### src/rtl/relax_pkg.sv
// Package: shared widths, reset value and types for the relaxation timer.
// Assumes a single clock domain; all parameters are compile-time.
package relax_pkg;
    parameter int CNT_W       = 8;    // counter / ceiling width
    parameter int CUR_W       = 16;   // signed average current width
    parameter int THR_W       = 7;    // window magnitude field width
    parameter int THR_SHIFT   = 5;    // window LSB = 2**THR_SHIFT current LSBs
    parameter int RESET_COUNT = 120;  // counter value after reset

    // Which estimate drives the reported state of charge
    typedef enum logic {
        SRC_CC = 1'b0,
        SRC_VM = 1'b1
    } soc_src_e;

    // Step request produced from strobes and the window test
    typedef struct packed {
        logic up;
        logic down;
    } step_req_t;
endpackage

### src/rtl/relax_window_cmp.sv
// Module: symmetric window test on a signed current sample.
// Assumes avg is two's complement; the most negative value is handled by
// taking the magnitude one bit wider than the input.
module relax_window_cmp #(
    parameter int CUR_W     = 16,
    parameter int THR_W     = 7,
    parameter int THR_SHIFT = 5
) (
    input  logic [CUR_W-1:0] avg,
    input  logic [THR_W-1:0] thres_mag,
    output logic             in_win
);
    localparam int MAG_W = CUR_W + 1;
    localparam int LIM_W = THR_W + THR_SHIFT;
    localparam int CMP_W = (MAG_W > LIM_W) ? MAG_W : LIM_W;

    logic [MAG_W-1:0] ext;
    logic [MAG_W-1:0] mag;
    logic [CMP_W-1:0] mag_c;
    logic [CMP_W-1:0] lim_c;

    // Absolute value of the sample, widened to hold |most negative|
    always_comb begin
        ext = {avg[CUR_W-1], avg};
        mag = avg[CUR_W-1] ? (~ext + MAG_W'(1)) : ext;
    end

    // Scale the magnitude field and compare inclusively
    always_comb begin
        mag_c  = CMP_W'(mag);
        lim_c  = CMP_W'(thres_mag) << THR_SHIFT;
        in_win = (mag_c <= lim_c);
    end
endmodule

### src/rtl/relax_step_ctrl.sv
// Module: turns the two tick strobes and the window result into a single
// step request. Decrement has priority; a freeze input blocks both.
// Assumes strobes are one cycle wide.
module relax_step_ctrl
    import relax_pkg::*;
(
    input  logic      tick_slow,
    input  logic      tick_fast,
    input  logic      in_win,
    input  logic      freeze,
    output step_req_t req
);
    logic dn_ok;

    // Qualify each strobe against the window, decrement first
    always_comb begin
        dn_ok    = tick_fast && !in_win && !freeze;
        req.down = dn_ok;
        req.up   = tick_slow && in_win && !freeze && !dn_ok;
    end
endmodule

### src/rtl/relax_sat_counter.sv
// Module: saturating up/down counter with force-to-either-end and clamp to
// a ceiling that may change at any time. Priority: force_cc, force_vm,
// clamp, step. Assumes synchronous active-low reset.
module relax_sat_counter
    import relax_pkg::*;
#(
    parameter int W       = 8,
    parameter int RST_VAL = 120
) (
    input  logic         clk,
    input  logic         rst_n,
    input  logic [W-1:0] ceil_val,
    input  step_req_t    req,
    input  logic         frc_zero,
    input  logic         frc_top,
    output logic [W-1:0] cnt
);
    logic [W-1:0] cnt_q;
    logic [W-1:0] cnt_d;

    // Next-count selection with saturation at both ends
    always_comb begin
        cnt_d = cnt_q;
        if (frc_zero)
            cnt_d = '0;
        else if (frc_top)
            cnt_d = ceil_val;
        else if (cnt_q > ceil_val)
            cnt_d = ceil_val;
        else if (req.down && (cnt_q != '0))
            cnt_d = cnt_q - W'(1);
        else if (req.up && (cnt_q < ceil_val))
            cnt_d = cnt_q + W'(1);
    end

    // Count register
    always_ff @(posedge clk) begin
        if (!rst_n)
            cnt_q <= W'(RST_VAL);
        else
            cnt_q <= cnt_d;
    end

    assign cnt = cnt_q;
endmodule

### src/rtl/relax_src_flag.sv
// Module: hysteresis flag. Set when the count sits at the ceiling, cleared
// when it sits at zero (zero wins if both), held otherwise.
module relax_src_flag
    import relax_pkg::*;
#(
    parameter int W = 8
) (
    input  logic         clk,
    input  logic         rst_n,
    input  logic [W-1:0] cnt,
    input  logic [W-1:0] ceil_val,
    output soc_src_e     src
);
    soc_src_e src_q;

    // Track end-of-range arrivals of the counter
    always_ff @(posedge clk) begin
        if (!rst_n)
            src_q <= SRC_VM;
        else if (cnt == '0)
            src_q <= SRC_CC;
        else if (cnt == ceil_val)
            src_q <= SRC_VM;
    end

    assign src = src_q;
endmodule

### src/rtl/relax_timer_sel.sv
// Top: relaxation timer that picks the state-of-charge source.
// Counts up on slow strobes while the average current is in the window,
// down on fast strobes while it is outside, and flags the source at the
// ends of the range. Assumes all inputs are synchronous to clk.
module relax_timer_sel
    import relax_pkg::*;
(
    input  logic                 clk,
    input  logic                 rst_n,
    input  logic [CUR_W-1:0]     avg_cur,
    input  logic [THR_W:0]       thres_cfg,
    input  logic [CNT_W-1:0]     max_cfg,
    input  logic                 tick_slow,
    input  logic                 tick_fast,
    input  logic                 force_cc,
    input  logic                 force_vm,
    output logic [CNT_W-1:0]     count,
    output logic                 vm_sel
);
    logic      in_win;
    step_req_t req;
    soc_src_e  src;

    relax_window_cmp #(
        .CUR_W     (CUR_W),
        .THR_W     (THR_W),
        .THR_SHIFT (THR_SHIFT)
    ) u_win (
        .avg       (avg_cur),
        .thres_mag (thres_cfg[THR_W-1:0]),
        .in_win    (in_win)
    );

    relax_step_ctrl u_step (
        .tick_slow (tick_slow),
        .tick_fast (tick_fast),
        .in_win    (in_win),
        .freeze    (thres_cfg[THR_W]),
        .req       (req)
    );

    relax_sat_counter #(
        .W       (CNT_W),
        .RST_VAL (RESET_COUNT)
    ) u_cnt (
        .clk      (clk),
        .rst_n    (rst_n),
        .ceil_val (max_cfg),
        .req      (req),
        .frc_zero (force_cc),
        .frc_top  (force_vm),
        .cnt      (count)
    );

    relax_src_flag #(
        .W (CNT_W)
    ) u_flag (
        .clk      (clk),
        .rst_n    (rst_n),
        .cnt      (count),
        .ceil_val (max_cfg),
        .src      (src)
    );

    assign vm_sel = (src == SRC_VM);
endmodule

### config.mk
export PLATFORM = sky130hd
export DESIGN_NAME = relax_timer_sel
export DESIGN_NICKNAME = d
export VERILOG_FILES = /design/src/rtl/relax_pkg.sv /design/src/rtl/relax_window_cmp.sv /design/src/rtl/relax_step_ctrl.sv /design/src/rtl/relax_sat_counter.sv /design/src/rtl/relax_src_flag.sv /design/src/rtl/relax_timer_sel.sv
export SDC_FILE = /design/constraint.sdc
export NUM_CORES = 1
export LEC_CHECK = 0
export ABC_AREA = 1
export BUFFER_PORTS_ARGS = -buffer_cell sky130_fd_sc_hd__buf_4
export CAP_MARGIN = 20
export CORE_MARGIN = 2
export CORE_UTILIZATION = 52
export DETAILED_ROUTE_END_ITERATION = 8
export PLACE_DENSITY = 0.93
export SLEW_MARGIN = 20
export SYNTH_ARGS = -nofsm -noshare
export SYNTH_HDL_FRONTEND = slang
export SYNTH_SLANG_ARGS = --single-unit
export TNS_END_PERCENT = 1
### constraint.sdc
create_clock -name clk -period 6.65 [get_ports clk]
set_clock_uncertainty 0.1 [all_clocks]
set_input_delay 0.665 -clock clk [delete_from_list [all_inputs] [get_ports clk]]
set_output_delay 0.665 -clock clk [all_outputs]
set_load 0.005 [all_outputs]
======== Word-level counts from Yosys, hierarchy flattened ========
Index checks and enable logic that the tools add are counted.
word-level totals
  word-level logic and storage cells ...... 36
  register bits ........................... 9
  input bits .............................. 38
  bits in latches ......................... 0
  output and inout port bits .............. 9
  memories kept ........................... 0
  RAM bits ................................ 0
  bits in read-only memories .............. 0
cells by class
  $lt $le $gt $ge ......................... 3
  shift-type cells ........................ 0
  muxes and demuxes ....................... 8
  $mul .................................... 0
  reduce and logical (&&, ||, !) cells .... 16
  bitwise operators ....................... 2
  divide/modulo/power cells ............... 0
  eq/ne operators ......................... 1
  add/sub/neg operators ................... 3
operators with widths
  kind                                                                number
  8-bit two-way mux                                                   4
  17-bit by 1-bit adder with 17-bit output, second input constant     1
  17-bit by 12-bit <= comparator with 1-bit output                    1
  17-bit two-way mux                                                  1
  17-bit NOT                                                          1
  8-bit by 1-bit adder with 8-bit output, second input constant       1
  8-bit == test                                                       1
  8-bit > comparator                                                  1
  8-bit zero test                                                     1
  8-bit less-than comparator                                          1
  8-bit nonzero test                                                  1
  8-bit by 1-bit subtractor with 8-bit output, second input constant  1
  1-bit logical AND                                                   7
  7-bit two-way mux                                                   1
  5-bit nonzero test                                                  1
  4-bit nonzero test                                                  1
  1-bit zero test                                                     3
  1-bit two-way mux                                                   2
  2-bit nonzero test                                                  1
  2-bit OR reduction                                                  1
  1-bit NOT                                                           1

======== Logic depth before layout (Yosys ltp) ========
Gate-level depths: netlist of the first run.
  word-level depth ........................ 15
  gate-level depth with buffers ........... 29
  mapped depth without buffers ............ 29

======== Hierarchy ========
A second synthesis of the first run with hierarchy kept.
unflattened totals
  cell total of the unflattened synthesis .. 339
  area, all modules ....................... 1924.3 sq um
modules (own cells, without submodules)
  module             sequential area each (sq um)  cells each  times used  area each (sq um)
  relax_sat_counter  160.2                         164         1           1063.5
  relax_window_cmp   0.0                           130         1           644.4
  relax_src_flag     20.0                          39          1           187.7
  relax_step_ctrl    0.0                           6           1           28.8

======== Least setup slack after synthesis of the first run ========
OpenSTA, ideal clock, no wires.
  path kind ............................... input port to flip-flop
  start point ............................. input port avg_cur[0]
  end point ............................... register u_cnt.cnt_q[6], in the netlist u_cnt.cnt[6]
  stages .................................. 28
  arrival time ............................ 3478 ps
  buffers on the path ..................... 0
  library setup time ...................... 118 ps
  path slack .............................. 2954 ps
  data required time ...................... 6432 ps
  path through ............................ inv_1 ha_1 nand2_2 nor2_4 nor2_1 xor2_1 ha_1 nand2_1 inv_1 nand2_1 nand2_1 nand2_1 nand2_1 nand2_1 nand2_1 nand2_2 a21oi_2 ha_1 a21oi_1 o21ai_0 nand2_1 nand2_1 nand2_1 nand2_1 a21oi_1 o21ai_0 nand3_1 nand3_2
between the ends
  longest elaborated chain between the ends .. 12
  elaborated cells between the ends (all ways) .. 18
  classes of those cells .................. 1 x add/sub; 1 x order compare; 5 x mux; 1 x bitwise; 10 x reduce/logical
ends and longest elaborated chain
  element                                             line                     RTL
  from (decl)                                         relax_timer_sel.sv:10    input logic [CUR_W-1:0] avg_cur,
  17-bit NOT                                          relax_window_cmp.sv:25   mag = avg[CUR_W-1] ? (~ext + MAG_W'(1)) : ext;
  17-bit by 1-bit adder with 17-bit output            relax_window_cmp.sv:25
  17-bit two-way mux *                                relax_window_cmp.sv:25
  17-bit by 12-bit <= comparator with 1-bit output *  relax_window_cmp.sv:32   in_win = (mag_c <= lim_c);
  1-bit zero test                                     relax_step_ctrl.sv:17    dn_ok = tick_fast && !in_win && !freeze;
  1-bit logical AND (2 in a row)                      relax_step_ctrl.sv:17
  1-bit logical AND                                   relax_sat_counter.sv:30  else if (req.down && (cnt_q != '0))
  8-bit two-way mux                                   relax_sat_counter.sv:30
  8-bit two-way mux                                   relax_sat_counter.sv:28  else if (cnt_q > ceil_val)
  8-bit two-way mux                                   relax_sat_counter.sv:26  else if (frc_top)
  7-bit two-way mux                                   relax_sat_counter.sv:24  if (frc_zero)
  to (signal assigned)                                relax_sat_counter.sv:39  cnt_q <= W'(RST_VAL);
  to (signal assigned)                                relax_sat_counter.sv:41  cnt_q <= cnt_d;
  to (decl)                                           relax_sat_counter.sv:18  logic [W-1:0] cnt_q;
Mark *: on every way between the ends. The rest lies on a longest branch, timed or not.
A chain may end at the register's enable or synchronous reset.

======== Worst setup path in the final report of the first run ========
  start point ............................. input port avg_cur[0]
  end point ............................... register u_cnt.cnt_q[7], in the netlist u_cnt.cnt[7]
between the ends
  longest elaborated chain between the ends .. 11
  elaborated cells between the ends (all ways) .. 17
  classes of those cells .................. 1 x add/sub; 1 x order compare; 4 x mux; 1 x bitwise; 10 x reduce/logical
ends and longest elaborated chain
  element                                                         line
  17-bit NOT                                                      relax_window_cmp.sv:25
  17-bit by 1-bit adder with 17-bit output                        relax_window_cmp.sv:25
  17-bit two-way mux *                                            relax_window_cmp.sv:25
  17-bit by 12-bit <= comparator with 1-bit output *              relax_window_cmp.sv:32
  1-bit zero test                                                 relax_step_ctrl.sv:17
  1-bit logical AND (2 in a row)                                  relax_step_ctrl.sv:17
  1-bit logical AND / 1-bit zero test (equally long branches)     relax_sat_counter.sv:30, relax_step_ctrl.sv:19
  8-bit two-way mux / 1-bit logical AND (equally long branches)   relax_sat_counter.sv:30, relax_step_ctrl.sv:19
  8-bit two-way mux / 1-bit logical AND (equally long branches)   relax_sat_counter.sv:28, relax_sat_counter.sv:32
  8-bit two-way mux / 4-bit nonzero test (equally long branches)  -
Marks and branches as above.

==> results.yml, run 1 <==
synth:
  syn_avg_cell_area_um2: 6.282
  ys.flop_type: "dfxtp_1"
  synthesis.instances: 239
  ys_ff_latch: 9
  syn-num-nets: 300
  synth_area_um2: 1501
  ys_seq_area_frac: 0.1200
  yosysWarnings: 0
  async_flop_share: 0
  yosysUniqueCellTypes: 32
  synth_edf_count: 0
power:
  leakage_uw: 0.001079
  p_total_uw: 255.3
  powerDensity_nw_per_um2: 133.6
  max-vdd-ir-drop_mv: 0.1582
layout:
  layout_commonest_cell: "nand2_1"
  syn_to_final_growth_pct: 27.33
  fill_cells: 255
  layout-drive-gt1-share: 0.2353
  mostFrequentLayoutCells: "nand2_1 (62), buf_4 (46), inv_1 (41)"
  fin_area_um2: 1912
  antenna_cells: 0
  fin_nets: 351
sta:
  hold_violations: 0
  layout_min_cycle_time_ns: 3.941
  rsz0062_at_grt: "false"
  hold_slack_ns: 0.3906
  fmax_ghz: 0.2537
  setup_tns_ns: 0
  layout_setup_ws_ns: 2.709
  setup_viol: 0
  worst_pin_slew_ns: 0.3803
  maxSlewHeadroom: 0.7465
  fin_crit_sh: 0.5926
  drv_slew: 0
setup_path:
  cp-start-kind: "input port"
  crit_type: "in2reg"
  crit_path_top_delay_cell: "ha_1"
  worstPathMaxFanout: 7
  path_common_cell: "nand2_1"
  critPathMaxStageDelay_ns: 0.35
  cpLargestDelayFamily: "simple AND/OR/NAND/NOR gates"
  end_kind: "register"
  critPathBufInv: 4
  cp.required_ns: 6.71
  cp.arrival_ns: 4.01
route:
  wl_per_cell_um: 11.63
  drcViolationCount: 0
  first_pass_iters: 4
  vias: 1717
  avgViaCountPerCell: 5.366
  drt-initial-drc-count: 69
  wirelength_um: 3723
  postRouteAntennaNets: 0
clock_network:
  path_clk_slew_ns: 0.06
  cts_max_path_buffers: 2
  clock-sinks: 9
  insertion_delay_ns: 0.28
  cts-htree-levels: 1
  root_buffer: "clkbuf_4"
  cts_resized: 0
  holdBufCountCts: 0
  tritoncts: "done"
  post_cts_buffers: 0
  cts_buffers: 3
placement:
  dpl_worst_slack_ns: 2.450
  placed_area_um2: 1886
  routabilityCongestion: 0.8473
  port-buffer-count: 46
  dp_hpwl_um: 3252
floorplan:
  boundaryPins: 47
  num_rows: 19
  die-area_um2: 3333
  die_w_um: 57.74
  die_h_um: 57.74
  coreArea_um2: 2758
  start_util: 0.5445
global_routing:
  grt_pass1_wl_um: 6389
  grt_overflow_total: 0
  grt_pass1_vias: 1587
  grt_usage: 0.2403
  grt_max_degree: 11
  antenna_found_initial: 0
hold_path:
  hold_path.class: "reg2reg"
run:
  drv_cap: 0
outcome:
  status: "finished, final reports clean"
synthesized netlist by cell type, types with 2 or more instances:
cell / count / share of area
nand2_2: 6 / 0.025
nand3_2: 4 / 0.027
xnor2_1: 2 / 0.012
nor2_4: 2 / 0.015
nor3_1: 4 / 0.013
nor2_1: 14 / 0.035
o21ai_0: 8 / 0.027
dfxtp_1: 9 / 0.12
nor4_1: 2 / 0.0083
a21oi_1: 14 / 0.047
nand3b_1: 2 / 0.010
inv_1: 41 / 0.10
o21bai_1: 2 / 0.010
nand4_1: 6 / 0.025
ha_1: 22 / 0.18
inv_2: 2 / 0.0050
a31oi_1: 2 / 0.0083
nand2_1: 62 / 0.15
o21ai_1: 3 / 0.010
xor2_1: 9 / 0.053
nand3_1: 12 / 0.040
area by class of cell:
class | count | area (µm²) | share of cell area
Clock buffer | 4 | 26.28 | 0.01374
Multi-Input combinational cell | 186 | 1155 | 0.6041
Sequential cell | 9 | 180.2 | 0.09424
Timing Repair Buffer | 46 | 345.3 | 0.1806
Inverter | 44 | 166.4 | 0.08704
Tap cell | 31 | 38.79 | 0.02029
final timing paths:
| check | startpoint | to | slack, ns | cells past startpoint |
|---|---|---|---|---|
| max reg2reg | u_cnt.cnt[1]$_SDFFE_PP0P_ | u_cnt.cnt[7]$_SDFFE_PP0P_ | 4.00 | 16 |
| min reg2reg | u_flag.src$_SDFFE_PN1P_ | u_flag.src$_SDFFE_PN1P_ | 0.39 | 2 |
| min | u_flag.src$_SDFFE_PN1P_ | u_flag.src$_SDFFE_PN1P_ | 0.39 | 2 |
| max | avg_cur[0] | u_cnt.cnt[7]$_SDFFE_PP0P_ | 2.71 | 30 |
metrics by stage:
stage,instances,utilization
2_1_floorplan,239,-
3_3_place_gp,316,0.6838
3_5_place_dp,316,0.6838
4_1_cts,320,0.6933
5_1_grt,320,0.6933
6_report,320,0.6933
routing by layer:
layer | track usage | up-vias | part of all wire
met1 | 0.3046 | 760 | 0.44
met2 | 0.4188 | 63 | 0.48
li1 | - | 884 | -
met5 | 0 | - | 0
met4 | 0.09635 | 0 | 0.020
met3 | 0.02009 | 10 | 0.068
registers in the layout (all words and copies together) (netlist names):
name / cells
u_cnt.cnt: 8
u_flag.src: 1
logic make-up after synthesis:
logic type / count (synthesis) / share of synthesized area
AOI/OAI and AO/OA: 35 / 0.1392
xor gates and xnor gates: 11 / 0.06417
adders and majority gates: 23 / 0.1967
buffers and inverters: 44 / 0.1108
DFF: 9 / 0.1200
and+or+nand+nor: 117 / 0.3692
where the power goes:
| group | internal [µW] | total (µW) | switching, µW |
|---|---|---|---|
| logic | 63.7 | 142 | 78.1 |
| clock network | 23.3 | 45.9 | 22.5 |
| registers | 59.1 | 67.7 | 8.59 |
tightest hold or removal path: cells and delay by family (launching register included):
family,cells,cell delay [ns]
AO/OA/AOI/OAI,1,0.08
AND/OR/NAND/NOR,1,0.05
flip-flops,1,0.33
Note: power is estimated with default switching activity, not from simulation.
==> run 2: changes to the inputs <==
==> constraint.sdc (replaced) <==
create_clock -name clk -period 3.95 [get_ports clk]
set_clock_uncertainty 0.1 [all_clocks]
set_input_delay 0.395 -clock clk [delete_from_list [all_inputs] [get_ports clk]]
set_output_delay 0.395 -clock clk [all_outputs]
set_load 0.005 [all_outputs]
==> run 2 against run 1 <==
Effect of this change:
- design area increased by 0.79%
- utilization increased by 0.54 points
- worst hold slack got worse by 0.15 ns
- critical endpoint unchanged
- highest routed layer unchanged
==> results.yml, run 2 (synthesis gave the netlist of run 1 again) <==
placement:
  routabilityCongestion: 0.8474
  port-buffer-count: 46
  dpl_worst_slack_ns: 0.01115
  dp_hpwl_um: 3313
layout:
  layout-drive-gt1-share: 0.2379
  multi_input_area_um2: 1162
  largest_reg_flops: 8
  register_area_um2: 180.2
  syn_to_final_growth_pct: 28.33
  mostFrequentLayoutCells: "nand2_1 (62), buf_4 (47), inv_1 (41)"
  layout_commonest_cell: "nand2_1"
  fin_nets: 352
  antenna_cells: 0
  fill_cells: 241
floorplan:
  boundaryPins: 47
  coreArea_um2: 2758
  die_w_um: 57.74
  num_rows: 19
  start_util: 0.5445
  die-area_um2: 3333
  die_h_um: 57.74
global_routing:
  grt_max_degree: 11
  grt_overflow_total: 0
  grt_usage: 0.2370
  grt_pass1_wl_um: 6341
  grt_pass1_vias: 1558
  antenna_found_initial: 0
setup_path:
  cp.required_ns: 4.01
  cp.arrival_ns: 3.68
  worstPathMaxFanout: 7
  cp-start-kind: "input port"
  end_kind: "register"
  crit_type: "in2reg"
route:
  drt-initial-drc-count: 90
  postRouteAntennaNets: 0
  wl_per_cell_um: 12.22
  wirelength_um: 3924
  drcViolationCount: 0
  vias: 1719
  avgViaCountPerCell: 5.355
  first_pass_iters: 4
power:
  max-vdd-ir-drop_mv: 0.2814
  leakage_uw: 0.001086
  powerDensity_nw_per_um2: 226.1
clock_network:
  path_clk_slew_ns: 0.06
  cts_buffers: 3
  insertion_delay_ns: 0.27
  root_buffer: "clkbuf_4"
  cts-htree-levels: 1
  holdBufCountCts: 0
  cts_max_path_buffers: 2
  clock-sinks: 9
  tritoncts: "done"
sta:
  maxSlewHeadroom: 0.7567
  hold_slack_ns: 0.2441
  fin_crit_sh: 0.9159
  layout_setup_ws_ns: 0.3323
  drv_slew: 0
  hold_violations: 0
  layout_min_cycle_time_ns: 3.618
  worst_pin_slew_ns: 0.3602
  setup_viol: 0
  fmax_ghz: 0.2764
run:
  drv_cap: 0
hold_path:
  hold_path.class: "in2reg"
outcome:
  status: "finished, final reports clean"
[run 2: worst paths after layout]
check	cells after the start	from	endpoint	slack, ns
min	2	rst_n	u_flag.src$_SDFFE_PN1P_	0.24
min reg2reg	2	u_flag.src$_SDFFE_PN1P_	u_flag.src$_SDFFE_PN1P_	0.39
max reg2reg	16	u_cnt.cnt[7]$_SDFFE_PP0P_	u_cnt.cnt[7]$_SDFFE_PP0P_	1.33
max	27	avg_cur[0]	u_cnt.cnt[7]$_SDFFE_PP0P_	0.33
[run 2: critical path, stage by stage]
cell	delay, ns
buf_4	0.12
inv_1	0.07
ha_1	0.24
nand2_2	0.10
nor2_4	0.14
a21oi_1	0.09
xor2_1	0.15
ha_1	0.30
nand2_1	0.05
inv_1	0.08
nand3_1	0.08
nor3_1	0.18
nand3_1	0.10
nand2_2	0.13
a21oi_4	0.10
ha_1	0.34
inv_1	0.11
o21ai_0	0.10
a31oi_1	0.21
nand2_1	0.08
nand2_1	0.06
nand2_1	0.06
nand3b_1	0.15
nand2_1	0.07
nand2_1	0.05
nand2_1	0.07
a21oi_1	0.07
[run 2: per-stage QoR]
stage	instance area, µm²	setup TNS [ns]	total power (µW)	util	cells
3_3_place_gp	1886	0	345.1	0.6838	316
3_5_place_dp	1886	0	354.2	0.6838	316
6_report	1927	0	435.8	0.6987	321
5_1_grt	1927	-0.05941	471.3	0.6987	321
4_1_cts	1912	0	428.1	0.6933	320
2_1_floorplan	1501	0	267.8	-	239
[run 2: what timing repair did]
item | 4_1_cts | 5_1_grt
resized for setup | 0 | 1
setup endpoints to repair | 0 | 3
setup buffers | 0 | 1
[run 2: layout make-up]
type,count,area share
multi-input cells,186,0.6032
inverters,44,0.08636
well taps,31,0.02013
clock buffers,4,0.01364
flip-flops and latches,9,0.09351
repair buffers,47,0.1831
[run 2: routing by layer]
layer / vias to the layer above / GRT usage / routed length (µm)
li1: 885 / - / -
met3: 7 / 0.01563 / 284
met1: 752 / 0.3005 / 1681
met2: 75 / 0.4286 / 1901
met4: 0 / 0.06977 / 57
met5: - / 0 / 0
[run 2: power by group]
part           switching [µW]  internal, µW  total (µW)
combinational             136           109         245
sequential               14.5          99.5         114
clock                    37.7          39.2        76.9
